===== src/rtl/spi_cp_pkg.sv =====
package spi_cp_pkg;
  typedef logic [7:0] byte_t;
  typedef enum logic [1:0] {PH_HDR, PH_WR, PH_RD, PH_SKIP} phase_t;
endpackage


===== src/rtl/spi_cp_sync.sv =====
module spi_cp_sync #(
  parameter int   STAGES  = 2,
  parameter logic RST_VAL = 1'b0
) (
  input  logic clk,
  input  logic rst_n,
  input  logic din,
  output logic lvl,
  output logic rise,
  output logic fall
);
  logic [STAGES-1:0] pipe;
  logic              prev;

  always_ff @(posedge clk or negedge rst_n) begin
    if (!rst_n) begin
      pipe <= {STAGES{RST_VAL}};
      prev <= RST_VAL;
    end else begin
      pipe <= {pipe[STAGES-2:0], din};
      prev <= pipe[STAGES-1];
    end
  end

  assign lvl  = pipe[STAGES-1];
  assign rise = pipe[STAGES-1] & ~prev;
  assign fall = ~pipe[STAGES-1] & prev;
endmodule


===== src/rtl/spi_cp_fifo.sv =====
module spi_cp_fifo #(
  parameter int DEPTH = 16,
  parameter int W     = 8
) (
  input  logic         clk,
  input  logic         rst_n,
  input  logic         push,
  input  logic [W-1:0] din,
  input  logic         pop,
  input  logic         flush,
  output logic [W-1:0] dout,
  output logic         empty,
  output logic         full
);
  localparam int AW = (DEPTH > 1) ? $clog2(DEPTH) : 1;
  localparam int CW = $clog2(DEPTH + 1);

  logic [W-1:0]  mem [DEPTH];
  logic [AW-1:0] wr_ptr, rd_ptr;
  logic [CW-1:0] cnt;
  logic          do_push, do_pop;

  assign empty   = (cnt == '0);
  assign full    = (cnt == CW'(DEPTH));
  assign do_push = push && !full;
  assign do_pop  = pop && !empty;
  assign dout    = mem[rd_ptr];

  function automatic logic [AW-1:0] nxt(input logic [AW-1:0] p);
    return (p == AW'(DEPTH - 1)) ? '0 : p + AW'(1);
  endfunction

  always_ff @(posedge clk) begin
    if (do_push) mem[wr_ptr] <= din;
  end

  always_ff @(posedge clk or negedge rst_n) begin
    if (!rst_n) begin
      wr_ptr <= '0;
      rd_ptr <= '0;
      cnt    <= '0;
    end else if (flush) begin
      wr_ptr <= '0;
      rd_ptr <= '0;
      cnt    <= '0;
    end else begin
      if (do_push) wr_ptr <= nxt(wr_ptr);
      if (do_pop)  rd_ptr <= nxt(rd_ptr);
      case ({do_push, do_pop})
        2'b10:   cnt <= cnt + CW'(1);
        2'b01:   cnt <= cnt - CW'(1);
        default: cnt <= cnt;
      endcase
    end
  end

  AST_NO_OVERFLOW: assert property (@(posedge clk) disable iff (!rst_n) push |-> !full);
  AST_FLUSH_EMPTIES: assert property (@(posedge clk) disable iff (!rst_n) flush |=> empty);
endmodule


===== src/rtl/spi_cp_engine.sv =====
module spi_cp_engine
  import spi_cp_pkg::*;
#(
  parameter logic [6:0] DEV_ADDR = 7'h00
) (
  input  logic  clk,
  input  logic  rst_n,
  input  logic  cs_lvl,
  input  logic  cs_rise,
  input  logic  sclk_rise,
  input  logic  sclk_fall,
  input  logic  mosi_lvl,
  input  logic  q_empty,
  input  byte_t q_data,
  input  logic  push_fire,
  output logic  pop,
  output logic  flush,
  output logic  rx_valid,
  output byte_t rx_data,
  output logic  miso,
  output logic  irq_n,
  output logic  rd_last
);
  phase_t     phase;
  logic [2:0] bit_cnt;
  byte_t      in_sh, tx_sh;
  logic       load_pend;
  logic       seventh_rise;

  assign seventh_rise = !cs_lvl && sclk_rise && (bit_cnt == 3'd6) && (phase == PH_RD);
  assign pop   = !cs_lvl && sclk_fall && (phase == PH_RD) && load_pend && !q_empty;
  assign flush = cs_rise && (phase == PH_RD);
  assign miso  = (phase == PH_RD) && tx_sh[7];

  always_ff @(posedge clk or negedge rst_n) begin
    if (!rst_n) begin
      phase     <= PH_HDR;
      bit_cnt   <= '0;
      in_sh     <= '0;
      tx_sh     <= '0;
      load_pend <= 1'b0;
      rd_last   <= 1'b0;
      rx_valid  <= 1'b0;
      rx_data   <= '0;
    end else begin
      rx_valid <= 1'b0;
      if (cs_lvl) begin
        phase     <= PH_HDR;
        bit_cnt   <= '0;
        tx_sh     <= '0;
        load_pend <= 1'b0;
        rd_last   <= 1'b0;
      end else begin
        if (sclk_rise) begin
          in_sh   <= {in_sh[6:0], mosi_lvl};
          bit_cnt <= bit_cnt + 3'd1;
          if (bit_cnt == 3'd7) begin
            unique case (phase)
              PH_HDR: begin
                if (in_sh[6:0] == DEV_ADDR) begin
                  phase     <= mosi_lvl ? PH_RD : PH_WR;
                  load_pend <= mosi_lvl;
                end else begin
                  phase <= PH_SKIP;
                end
              end
              PH_WR: begin
                rx_valid <= 1'b1;
                rx_data  <= {in_sh[6:0], mosi_lvl};
              end
              PH_RD:   load_pend <= 1'b1;
              default: ;
            endcase
          end
          if (seventh_rise && q_empty && !push_fire) rd_last <= 1'b1;
        end
        if (sclk_fall && phase == PH_RD) begin
          if (load_pend) begin
            tx_sh     <= q_empty ? 8'h00 : q_data;
            load_pend <= 1'b0;
          end else begin
            tx_sh <= {tx_sh[6:0], 1'b0};
          end
        end
      end
    end
  end

  always_ff @(posedge clk or negedge rst_n) begin
    if (!rst_n) begin
      irq_n <= 1'b1;
    end else if (cs_rise) begin
      irq_n <= 1'b1;
    end else if (phase == PH_RD && !cs_lvl) begin
      if (seventh_rise) irq_n <= q_empty && !push_fire;
    end else begin
      irq_n <= q_empty;
    end
  end

  AST_IRQ_STAYS_HIGH: assert property (@(posedge clk) disable iff (!rst_n)
    (rd_last && !cs_lvl) |=> irq_n);
  AST_IRQ_HOLDS_LOW: assert property (@(posedge clk) disable iff (!rst_n)
    (phase == PH_RD && !cs_lvl && !irq_n && !seventh_rise) |=> !irq_n);
  AST_RX_IN_TXN: assert property (@(posedge clk) disable iff (!rst_n)
    rx_valid |-> $past(!cs_lvl));
  AST_MISO_IDLE: assert property (@(posedge clk) disable iff (!rst_n)
    cs_lvl |=> !miso);
endmodule


===== src/rtl/spi_ctrl_port.sv =====
module spi_ctrl_port
  import spi_cp_pkg::*;
#(
  parameter logic [6:0] DEV_ADDR    = 7'h00,
  parameter int         DEPTH       = 16,
  parameter int         SYNC_STAGES = 2
) (
  input  logic       clk,
  input  logic       rst_n,
  input  logic       cs_n,
  input  logic       sclk,
  input  logic       mosi,
  output logic       miso,
  output logic       irq_n,
  input  logic       tx_valid,
  output logic       tx_ready,
  input  logic [7:0] tx_data,
  output logic       rx_valid,
  output logic [7:0] rx_data
);
  logic  cs_lvl, cs_rise, cs_fall;
  logic  sclk_lvl, sclk_rise, sclk_fall;
  logic  mosi_lvl, mosi_rise, mosi_fall;
  logic  q_empty, q_full, pop, flush, rd_last, push_fire;
  byte_t q_data;

  spi_cp_sync #(.STAGES(SYNC_STAGES), .RST_VAL(1'b1)) u_cs (
    .clk(clk), .rst_n(rst_n), .din(cs_n),
    .lvl(cs_lvl), .rise(cs_rise), .fall(cs_fall));
  spi_cp_sync #(.STAGES(SYNC_STAGES), .RST_VAL(1'b0)) u_sclk (
    .clk(clk), .rst_n(rst_n), .din(sclk),
    .lvl(sclk_lvl), .rise(sclk_rise), .fall(sclk_fall));
  spi_cp_sync #(.STAGES(SYNC_STAGES), .RST_VAL(1'b0)) u_mosi (
    .clk(clk), .rst_n(rst_n), .din(mosi),
    .lvl(mosi_lvl), .rise(mosi_rise), .fall(mosi_fall));

  assign tx_ready  = !q_full && !rd_last;
  assign push_fire = tx_valid && tx_ready;

  spi_cp_fifo #(.DEPTH(DEPTH), .W(8)) u_q (
    .clk(clk), .rst_n(rst_n), .push(push_fire), .din(tx_data),
    .pop(pop), .flush(flush), .dout(q_data), .empty(q_empty), .full(q_full));

  spi_cp_engine #(.DEV_ADDR(DEV_ADDR)) u_eng (
    .clk(clk), .rst_n(rst_n), .cs_lvl(cs_lvl), .cs_rise(cs_rise),
    .sclk_rise(sclk_rise), .sclk_fall(sclk_fall), .mosi_lvl(mosi_lvl),
    .q_empty(q_empty), .q_data(q_data), .push_fire(push_fire),
    .pop(pop), .flush(flush), .rx_valid(rx_valid), .rx_data(rx_data),
    .miso(miso), .irq_n(irq_n), .rd_last(rd_last));

  AST_TXREADY_RESET: assert property (@(posedge clk) disable iff (!rst_n)
    $rose(cs_lvl) |=> ##1 (tx_ready || q_full));
endmodule


===== config.mk =====
export PLATFORM = sky130hd
export DESIGN_NAME = spi_ctrl_port
export DESIGN_NICKNAME = d
export VERILOG_FILES = /design/src/rtl/spi_cp_pkg.sv /design/src/rtl/spi_cp_sync.sv /design/src/rtl/spi_cp_fifo.sv /design/src/rtl/spi_cp_engine.sv /design/src/rtl/spi_ctrl_port.sv
export SDC_FILE = /design/constraint.sdc
export NUM_CORES = 1
export LEC_CHECK = 0
export ABC_AREA = 0
export BUFFER_PORTS_ARGS = -buffer_cell sky130_fd_sc_hd__buf_2
export CAP_MARGIN = 0
export CORE_MARGIN = 4
export CORE_UTILIZATION = 61
export CTS_CLUSTER_DIAMETER = 40
export DETAILED_ROUTE_END_ITERATION = 10
export GPL_TIMING_DRIVEN = 0
export HOLD_SLACK_MARGIN = 0.02
export PLACE_DENSITY = 0.79
export SETUP_SLACK_MARGIN = 0.05
export SYNTH_ARGS = -nofsm -noshare
export SYNTH_HDL_FRONTEND = slang
export SYNTH_HIERARCHICAL = 1
export SYNTH_SLANG_ARGS = --single-unit

===== constraint.sdc =====
create_clock -name clk -period 7 [get_ports clk]
set_clock_uncertainty 0.2 [all_clocks]
set_input_delay 0 -clock clk [delete_from_list [all_inputs] [get_ports clk]]
set_output_delay 0 -clock clk [all_outputs]
set_load 0.03 [all_outputs]

Yosys cells after proc, flatten, opt, wreduce, memory -nomap -nowiden
Memories as Yosys holds them, arrays and structs flattened.
Index checks and enable logic that the tools add are counted.
W data, S select, Z words.
- bits in registers: 53
- latch bits: 0
- bits in writable memories: 128
- memory bits (read-only): 0
- bits of input ports: 14
- output and inout port bits: 12
- word-level logic and storage cells: 117
- memories: 1
- $add $sub $neg: 5
- multipliers: 0
- divide/modulo/power cells: 0
- order comparisons: 0
- eq/ne operators: 10
- shifts and indexed selects: 0
- multiplexer cells: 39
- bitwise operators: 7
- reduce and logical (&&, ||, !) cells: 38
- memories (name ; words ; bits a word ; read ports ; clocked after Yosys merged registers in ; wr ports ; line ; RTL):
    u_q.mem ; 16 ; 8 ; 1 ; 0 ; 1 ; spi_cp_fifo.sv:18 ; logic [W-1:0] mem [DEPTH];
- operators by type and width (cell ; count):
    $mux W8 ; 4
    $mux W4 ; 6
    $logic_and A1 B1 Y1 ; 18
    $mux W1 ; 18
    $reduce_bool A2 Y1 ; 7
    $mux W2 ; 6
    $pmux W5 S2 ; 1
    $add A4 B1 Y4 const B ; 2
    $eq A4 B4 Y1 const B ; 2
    $logic_not A7 Y1 ; 1
    $eq A3 B3 Y1 const B ; 2
    $mux W3 ; 2
    $add A5 B1 Y5 const B ; 1
    $eq A5 B5 Y1 const B ; 1
    $logic_not A1 Y1 ; 5
    $logic_not A5 Y1 ; 1
    $mux W5 ; 1
    $sub A5 B1 Y5 const B ; 1
    $eq A2 B1 Y1 const B ; 2
    $eq A2 B2 Y1 const B ; 2
    $not A1 Y1 ; 4
    $reduce_and A2 Y1 ; 2
    $reduce_and A4 Y1 ; 1
    $add A3 B1 Y3 const B ; 1
    other kinds (6) ; 8

Longest topological paths before layout
Gate-level depths: netlist (run 1).
- depth after elaboration: 10
- depth in mapped cells: 14
- gate-level depth less buffers: 11

Cells and area by module
Netlist (run 1), hierarchy kept.
- by module, submodules not included (module ; instances ; cells an instance ; area each (sq um) ; sequential area each (sq um)):
    spi_cp_fifo ; 1 ; 307 ; 5819.3 ; 4169.0
    spi_cp_engine ; 1 ; 110 ; 1432.6 ; 802.0
    spi_cp_sync (u_mosi ...) ; 2 ; 5 ; 90.1 ; 75.1
    spi_cp_sync (u_cs) ; 1 ; 5 ; 93.8 ; 78.8
    spi_ctrl_port ; 1 ; 2 ; 16.3 ; 0.0

Worst setup path after synthesis (run 1)
OpenSTA, ideal clock, no wires.
- path type: register to register
- from: reg u_q.cnt[2]
- to: mem u_q.mem[3][0], enable pin
- setup time: 383 ps
- arrival time: 2586 ps
- data required time: 6417 ps
- path slack: 3831 ps
- cell stages (with the launch flop): 11
- path buffers: 4
- clock period less this slack: 3169 ps
- path through: dfrtp_1 -> clkbuf_1 -> or4_4 -> buf_6 -> nor2_1 -> nor3b_2 -> clkbuf_1 -> a21boi_1 -> buf_2 -> nand2_1 -> nor3_1
- cells in the longest elaborated chain, start to end: 7
- ends and longest elaborated chain (item ; line ; RTL):
    start, declared ; spi_cp_fifo.sv:20 ; logic [CW-1:0] cnt;
    start signal, assigned ; spi_cp_fifo.sv:50 ; 2'b10: cnt <= cnt + CW'(1);
    start signal, assigned ; spi_cp_fifo.sv:51 ; 2'b01: cnt <= cnt - CW'(1);
    start signal, assigned ; spi_cp_fifo.sv:52 ; default: cnt <= cnt;
    $eq A5 B5 Y1 ; spi_cp_fifo.sv:24 ; assign full = (cnt == CW'(DEPTH));
    named net q_full ; spi_ctrl_port.sv:24 ; logic q_empty, q_full, pop, flush, rd_last, push_fire;
    $logic_not A1 Y1 ; spi_ctrl_port.sv:37 ; assign tx_ready = !q_full && !rd_last;
    $logic_and A1 B1 Y1 ; spi_ctrl_port.sv:37 ;
    $logic_and A1 B1 Y1 ; spi_ctrl_port.sv:38 ; assign push_fire = tx_valid && tx_ready;
    named net push_fire ; spi_ctrl_port.sv:24 ;
    $logic_and A1 B1 Y1 ; spi_cp_fifo.sv:25 ; assign do_push = push && !full;
    $mux W1 ; spi_cp_fifo.sv:34 ; if (do_push) mem[wr_ptr] <= din;
    $mux W1 (implied by the code) ; spi_cp_fifo.sv:34 ;
    end, declared ; spi_cp_fifo.sv:18 ;
The timed path passes the listed nets, and every way through them passes these cells.

Final worst setup path (run 1)
Ends and elaborated chain as after synthesis.

==> results.cfg, run 1 <==
[sta]
slew_headroom_pct = 10.9
worst_slew_pin_slew_ps = 1330
fin_crit_sh_pct = 57.4
rsz0062_at_grt = no
setup_viol = 0
post-route-min-period_ps = 4010
fmax_mhz = 249
hold_slack_ps = 126
setup_tns_ps = 0
finalHoldViolations = 0
drv_slew = 0

[clock_network]
cts_buffer_depth = 2
clockRootBuffer = clkbuf_16
cts_tree = done
cts_num_sinks = 181
clock_latency_ps = 440
cts_resized = 0
path_clk_slew_ps = 70
ctsHtreeMaxLevel = 4
cts_buffers = 17

[floorplan]
rows = 40
initial_utilization_pct = 62.4
coreArea_um2 = 12000
num_io_pins = 26
die_h_um = 119
dieWidth_um = 119
die-area_um2 = 14100

[cells_and_area]
area_delta_synth_final_pct = 14.3
utilization_pct = 71.3
fill_cells = 714
diodes = 0
nets = 514
instances_no_fill = 650
multi_input_area_um2 = 2150
drive_gt1_share_pct = 27.6
seqCellArea_um2 = 5170

[power_and_ir_drop]
power_mw = 2.63
power_density_nw_per_um2 = 307
ir_drop_mv = 0.247
p_leak_nw = 3.11

[placement]
dp_hpwl_um = 9370
io_buffer_count = 25
place_congestion = 0.830
post-place-cells = 602

[global_routing]
grt-ovfl-total = 0
grt_max_degree = 54
grt_pass1_wl_um = 23800
track_usage_pct = 23.0
grt_pass1_vias = 4226
antenna_found_initial = 0

[routing]
via_per_inst = 6.29
drc = 0
wl_um = 14800
vias = 4088
routedWlPerCell_um = 22.7
first_iter_violations = 517
postRouteAntennaNets = 0
drt_pass1_iterations = 5

[setup_path]
ff2ff_setup_slack_ps = 2990
worstPathArrival_ps = 3860
r2r_cells = 10
criticalPathCategory = reg -> reg
cp-end-kind = register
worstPathRequired_ps = 6840
crit_fanout = 10
start_kind = register
reg2reg_from = u_q/cnt[2]
timing.rr.end = u_q/mem[3][0]

[worst_hold_path]
hp-class = in -> async

[status]
status = finished clean

[synth]
synthesis.area_um2 = 7490
avgSynthCellArea_um2 = 17.4
yosysWarnings = 6
synthesis.nets = 454
synth_cells = 430

[flow_run]
maxCapViolations = 0
-- cells in the final DEF (no fill, tap or decap), drive strengths merged, types with 3 or more instances in the layout --
cell type / n
edfxtp: 128
dfrtp: 49
mux4: 40
buf: 36
nor2: 30
clkbuf: 29
inv: 23
dlygate4sd3: 16
nand2: 16
mux2: 15
a21oi: 13
ha: 10
nor3b: 10
nor3: 8
a221o: 7
nor2b: 6
o21ai: 6
dfstp: 4
mux2i: 4
nand2b: 4
xor2: 4
nand3: 4
xnor2: 3
-- registers in the layout (all words and copies together) (netlist names), 2 cells and up --
signal,cells
u_eng/in_sh,7
u_q/mem,128
u_q/rd_ptr,4
u_cs/pipe,2
u_mosi/pipe,2
u_eng/rx_data,8
u_eng/bit_cnt,3
u_eng/tx_sh,8
u_sclk/pipe,2
u_q/cnt,5
u_eng/phase,2
u_q/wr_ptr,4
-- cell type report --
class	count	share of cell area (%)
inverters	13	0.570
multi-input cells	213	25.1
clock inverters	15	2.07
clock buffers	17	4.97
well taps	147	2.15
flip-flops and latches	181	60.4
repair buffers	41	3.33
plain buffers	23	1.36
-- timing repair --
action	in CTS	in global routing
setup endpoints to repair	0	0
setup buffers	0	0
endpoints found under the hold margin	181	0
hold buffers	16	0
-- report_power, final --
part	total, mW	internal (mW)	leakage (nW)	switching, mW
registers	1.33	1.27	1.84	0.0599
logic	0.346	0.133	0.985	0.213
clock network	0.958	0.513	0.291	0.445
-- critical path, cell delays in order (launching register included) --
cell and delay [ps]:
dfrtp_1 320, clkbuf_1 310, or4_4 200, buf_6 120
nor2_1 60, nor3b_2 240, clkbuf_1 370, a21boi_1 290
buf_2 240, nand2_1 210, nor3_1 1060
-- metrics by stage --
stage / instance area [um^2] / setup slack (ps)
final: 8570 / 2990
after global routing: 8570 / 2740
after CTS: 8570 / 3030
after global placement: 7800 / 3160
after detailed placement: 7800 / 3030
after floorplan: 7490 / 3830
-- metal layers --
metal / GRT usage [%] / share of wire, % / vias up
li1: - / - / 1804
met1: 29.8 / 40 / 2091
met2: 37.5 / 52 / 164
met3: 6.89 / 6.4 / 29
met4: 7.75 / 2.4 / 0
met5: 0 / 0 / -
-- worst max path at each step --
stage / from / end / cells past startpoint
6_report: u_q/cnt[2] / u_q/mem[3][0] / 10
5_1_grt: u_q/cnt[2] / u_q/mem[3][0] / 10
4_1_cts: u_q/cnt[2] / u_q/mem[3][0] / 10
3_5_place_dp: u_q/cnt[2] / u_q/mem[3][2] / 10
3_3_place_gp: u_q/cnt[2] / u_q/mem[3][4] / 10
2_1_floorplan: u_q/cnt[2] / u_q/mem[3][0] / 10
Note: power is estimated with default switching activity, not from simulation.
==> inputs of run 2 (changes only) <==
==> constraint.sdc (replaced) <==
create_clock -name clk -period 3.88 [get_ports clk]
set_clock_uncertainty 0.2 [all_clocks]
set_input_delay 0 -clock clk [delete_from_list [all_inputs] [get_ports clk]]
set_output_delay 0 -clock clk [all_outputs]
set_load 0.03 [all_outputs]
==> run 2 against run 1 <==
  * Critical endpoint is now u_q/mem[15][1]
  * Count of clock-buffer cells in the layout unchanged
  * Worst setup slack got worse by 2700 ps
  * Global-route usage increased by 0.084 points
  * Sequential power increased by 80%
==> results.cfg, run 2 (same netlist as run 1, synthesis figures left out) <==
[status]
status = finished clean

[routing]
routedWlPerCell_um = 22.8
vias = 4101
drc = 0
drt_pass1_iterations = 5
wl_um = 14800
postRouteAntennaNets = 0
via_per_inst = 6.31
first_iter_violations = 489

[placement]
io_buffer_count = 25
post-place-cells = 602
place_congestion = 0.830
place_ws_ps = -85.3
dp_hpwl_um = 9370

[setup_path]
crit_chain = clkbuf_1 -> or4_4 -> buf_6 -> nor2_1 -> nor3b_2 -> clkbuf_1 -> a21boi_1 -> buf_2 -> nand2_1 -> nor2_1
crit_fanout = 10
worstPathArrival_ps = 3500
r2r_cells = 10
reg2reg_from = u_q/cnt[2]
ff2ff_setup_slack_ps = 240
cp-end-kind = register
slowest_delay_ps = 680
critical_path.slowest_cell = nor2_1
criticalPathCategory = reg -> reg
worstPathRequired_ps = 3740
start_kind = register
timing.rr.end = u_q/mem[15][1]

[floorplan]
coreArea_um2 = 12000
num_io_pins = 26
initial_utilization_pct = 62.4
rows = 40
dieWidth_um = 119
die_h_um = 119
die-area_um2 = 14100

[power_and_ir_drop]
p_int_mw = 3.46
ir_drop_mv = 0.445
clock_power_share_pct = 36.2
p_switching_mw = 1.32
power_frac_seq_pct = 50.1
switching_share_pct = 27.6
power_density_nw_per_um2 = 555
p_leak_nw = 3.12
p_comb_share_pct = 13.7

[sta]
setup_slack_ps = 238
worst_slew_pin_slew_ps = 1130
finalHoldViolations = 0
drv_slew = 0
post-route-min-period_ps = 3640
hold_slack_ps = 130
rsz0062_at_grt = yes
setup_viol = 0
fin_crit_sh_pct = 93.9
fmax_mhz = 275
slew_headroom_pct = 24.5

[worst_hold_path]
hp-class = in -> async

[global_routing]
busiest_layer = met2
met1_usage_pct = 29.9
grt-ovfl-total = 0
grtUsageMet3_pct = 6.98
grt_pass1_wl_um = 23900
grt.met2_usage_pct = 37.4
grt_pass1_vias = 4230
antenna_found_initial = 0
track_usage_pct = 23.0
grt_max_degree = 54

[cells_and_area]
utilization_pct = 71.7
fill_cells = 711
top_register = u_q/mem
nets = 514
seqCellArea_um2 = 5170
largest_reg_flops = 128
multi_input_area_um2 = 2200
reg_top3 = u_q/mem: 128 flops, u_eng/rx_data: 8 flops, u_eng/tx_sh: 8 flops
instances_no_fill = 650
diodes = 0
area_delta_synth_final_pct = 14.9
final_cell_mix = 128 x edfxtp_1, 49 x dfrtp_1, 40 x mux4_2
final_common_cell = edfxtp_1
drive_gt1_share_pct = 30.4

[clock_network]
clockRootBuffer = clkbuf_16
cts_buffer_depth = 2
clock_latency_ps = 430
cts_buffers = 17
ctsHtreeMaxLevel = 4
path_clk_slew_ps = 70
cts_tree = done
cts_num_sinks = 181

[flow_run]
maxCapViolations = 0
-- run 2: cell count changes in the layout (fill, tap and decap cells not counted) --
cell and change:
nor3_2 +4, nor2_1 -10, nor2_2 +10, nor3_1 -4
-- run 2: stage by stage --
step,instance area (um^2),TNS [ps],total power [mW]
CTS,8590,0,4.78
global route,8610,-7.72,4.99
floorplan,7490,0,2.84
detailed placement,7800,-798,3.04
global placement,7800,0,2.99
finish,8610,0,4.78
-- run 2: power groups by stage --
stage | Clock [mW] | Sequential (mW) | Combinational, mW
after detailed placement | 0 | 2.43 | 0.605
after global placement | 0 | 2.42 | 0.579
after global routing | 1.85 | 2.41 | 0.720
after floorplan | 0 | 2.40 | 0.437
final | 1.73 | 2.39 | 0.655
after CTS | 1.76 | 2.39 | 0.633
-- run 2: how the worst max path moves through the flow --
stage	from	endpoint	slack, ps
global placement	u_q/cnt[2]	u_q/mem[3][4]	40
detailed placement	u_q/cnt[2]	u_q/mem[3][2]	-90
floorplan	u_q/cnt[2]	u_q/mem[3][0]	710
finish	u_q/cnt[2]	u_q/mem[15][1]	240
global route	u_q/cnt[2]	u_q/mem[11][1]	-2
CTS	u_q/cnt[2]	u_q/mem[7][0]	220
-- run 2: area by class of cell --
class	instances	share of cell area (%)
flip-flops and latches	181	60.1
multi-input cells	213	25.5
clock buffers	17	4.94
repair buffers	41	3.31
well taps	147	2.14
clock inverters	15	2.06
plain buffers	23	1.35
inverters	13	0.567
-- run 2: worst max-delay path: cells and delay by family, from the launching register on --
| family | cells | cell delay, ps |
|---|---|---|
| AND/OR/NAND/NOR | 5 | 1420 |
| flip-flops | 1 | 320 |
| buffers and inverters | 4 | 1040 |
| AO/OA/AOI/OAI | 1 | 290 |
-- run 2: routing by layer --
| metal | part of all wire (%) | vias up |
|---|---|---|
| li1 | - | 1808 |
| met1 | 38 | 2093 |
| met2 | 52 | 168 |
| met3 | 6.9 | 32 |
| met4 | 2.8 | 0 |
| met5 | 0 | - |
-- run 2: repair_timing --
item | 4_1_cts | 5_1_grt
endpoints found under the setup margin | 32 | 77
gates resized for setup | 4 | 10
endpoints found under the hold margin | 181 | 0
buffers inserted | 0 | 0
hold buffers | 16 | 0
pin swaps | 0 | 0
==> inputs of run 3 (changes only) <==
--- a/config.mk
+++ b/config.mk
@@ -5,7 +5,7 @@
 export SDC_FILE = /design/constraint.sdc
 export NUM_CORES = 1
 export LEC_CHECK = 0
-export ABC_AREA = 0
+export ABC_AREA = 1
 export BUFFER_PORTS_ARGS = -buffer_cell sky130_fd_sc_hd__buf_2
 export CAP_MARGIN = 0
 export CORE_MARGIN = 4
==> run 3 against run 2 <==
  * Global-route usage up 1.8 points
  * Clock power decreased by 3%
  * First-iteration DRC count is 13% higher
  * Worst hold slack improved by 14 ps
  * Via count up 33%
  * Synthesized cell count grew 57%
  * Sequential share of layout area decreased by 1.3 points
  * Sequential power hardly changed
  * Synthesized area increased by 3.2%
  * Flip-flop and latch count did not move
  * Count of clock-buffer cells in the layout did not move
  * Total power down 2.5%
==> results.cfg, run 3 <==
[status]
status = finished clean

[clock_network]
ctsHtreeMaxLevel = 4
cts_hold_buf = 16
cts_resized = 0
path_clk_slew_ps = 70
cts_num_sinks = 181
cts_buffers = 17
clock_latency_ps = 430
clockRootBuffer = clkbuf_16
cts_tree = done
post_cts_buffers = 0
cts_buffer_depth = 2

[setup_path]
worstPathArrival_ps = 2890
worstPathRequired_ps = 4000
cp-end-kind = register
start_kind = register
crit_fanout = 9
criticalPathCategory = reg -> reg

[global_routing]
grt_max_degree = 54
antenna_found_initial = 0
track_usage_pct = 24.8
grt_pass1_wl_um = 27400
grt_pass1_vias = 5290
grt-ovfl-total = 0

[routing]
postRouteAntennaNets = 0
vias = 5463
drt_pass1_iterations = 5
first_iter_violations = 553
routedWlPerCell_um = 18.7
wl_um = 17200
via_per_inst = 5.96
drc = 0

[sta]
post-route-min-period_ps = 2770
fin_crit_sh_pct = 71.4
fmax_mhz = 361
rsz0062_at_grt = no
finalHoldViolations = 0
worst_slew_pin_slew_ps = 1160
setup_viol = 0
drv_slew = 0
setup_tns_ps = 0
hold_slack_ps = 144
slew_headroom_pct = 22.4

[placement]
io_buffer_count = 25
place_congestion = 0.859
dp_hpwl_um = 10900

[cells_and_area]
fill_cells = 833
nets = 761
area_delta_synth_final_pct = 13.9
utilization_pct = 72.1
diodes = 0
reg_top3 = u_q/mem: 128 flops, u_eng/rx_data: 8 flops, u_eng/tx_sh: 8 flops
final_common_cell = edfxtp_1
top_register = u_q/mem
drive_gt1_share_pct = 12.6
largest_reg_flops = 128
final_cell_mix = 128 x edfxtp_1, 113 x nor2_1, 99 x nand2_1

[floorplan]
num_io_pins = 26
dieWidth_um = 121
rows = 40
die-area_um2 = 14500
die_h_um = 121
coreArea_um2 = 12200
initial_utilization_pct = 63.3

[power_and_ir_drop]
clock_power_share_pct = 36.1
power_frac_seq_pct = 51.0
p_leak_nw = 3.41
switching_share_pct = 27.0
power_mw = 4.66
p_int_mw = 3.40
ir_drop_mv = 0.338
p_switching_mw = 1.26
p_comb_share_pct = 12.9
power_density_nw_per_um2 = 529

[synth]
synthesis.nets = 701
synthesis.area_um2 = 7730
synth_cells = 677
yosysWarnings = 6
avgSynthCellArea_um2 = 11.4

[worst_hold_path]
hp-class = in -> async

[flow_run]
maxCapViolations = 0
run 3: cell count changes in the layout (fill, tap and decap cells not counted), moves of 12 or more:
cell	previous run	this run
o221ai_1	0	12
nor2_1	20	113
nand2_1	16	99
inv_1	13	47
o21ai_0	5	53
mux4_2	40	0
nand3_1	3	38
o32ai_1	2	20
mux2_2	15	0
run 3: critical path: stages, from the launching register on:
cell	delay, ps
dfrtp_1	420
nor2_2	180
nand3_2	130
inv_1	90
clkinv_1	190
nand4_1	170
inv_1	90
nand2_4	130
inv_2	110
nand3_1	160
nand2_1	100
inv_1	80
ha_1	130
inv_1	30
nand2_1	110
nand3_2	100
nand2_1	60
nand2_1	40
nand3_1	70
nand2_1	50
run 3: worst paths after layout:
path,depth (start not counted),end,from,slack (ps)
min reg2reg,0,u_mosi/pipe[1],u_mosi/pipe[0],150
min,2,u_eng/rx_valid,rst_n,140
min in group clk,0,u_mosi/pipe[1],u_mosi/pipe[0],150
max reg2reg,19,u_q/cnt[4],u_q/cnt[1],1110
max in group asynchronous,2,u_q/wr_ptr[0],rst_n,2610
max,19,u_q/cnt[4],u_q/cnt[1],1110
run 3: metrics by stage:
step,std cells,setup WS (ps),cell area (um^2)
2_1_floorplan,677,1520,7730
3_3_place_gp,870,1250,8070
3_5_place_dp,870,1170,8070
4_1_cts,917,1140,8800
5_1_grt,917,862,8800
6_report,917,1110,8800
run 3: power by group through the flow:
stage / clock network, mW / logic, mW / registers (mW)
2_1_floorplan: 0 / 0.395 / 2.40
3_3_place_gp: 0 / 0.548 / 2.40
3_5_place_dp: 0 / 0.571 / 2.41
4_1_cts: 1.70 / 0.593 / 2.37
5_1_grt: 1.80 / 0.662 / 2.39
6_report: 1.68 / 0.601 / 2.38
run 3: per-layer routing:
metal / global-route usage [%] / share of wire, %
met2: 40.9 / 50
met3: 5.24 / 7.3
met4: 11.3 / 3.2
met1: 31.8 / 40
met5: 0 / 0
run 3: layout make-up:
class                      instances  area (um^2)  share of cell area, %
clock inverter                    14          151                   1.72
tap                              168          210                   2.39
sequential                       181         5170                   58.8
timing repair buffer              41          285                   3.24
multi-input combinational        417         2230                   25.3
clock buffer                      17          425                   4.83
inverter                          54          210                   2.39
buffer                            25          118                   1.34
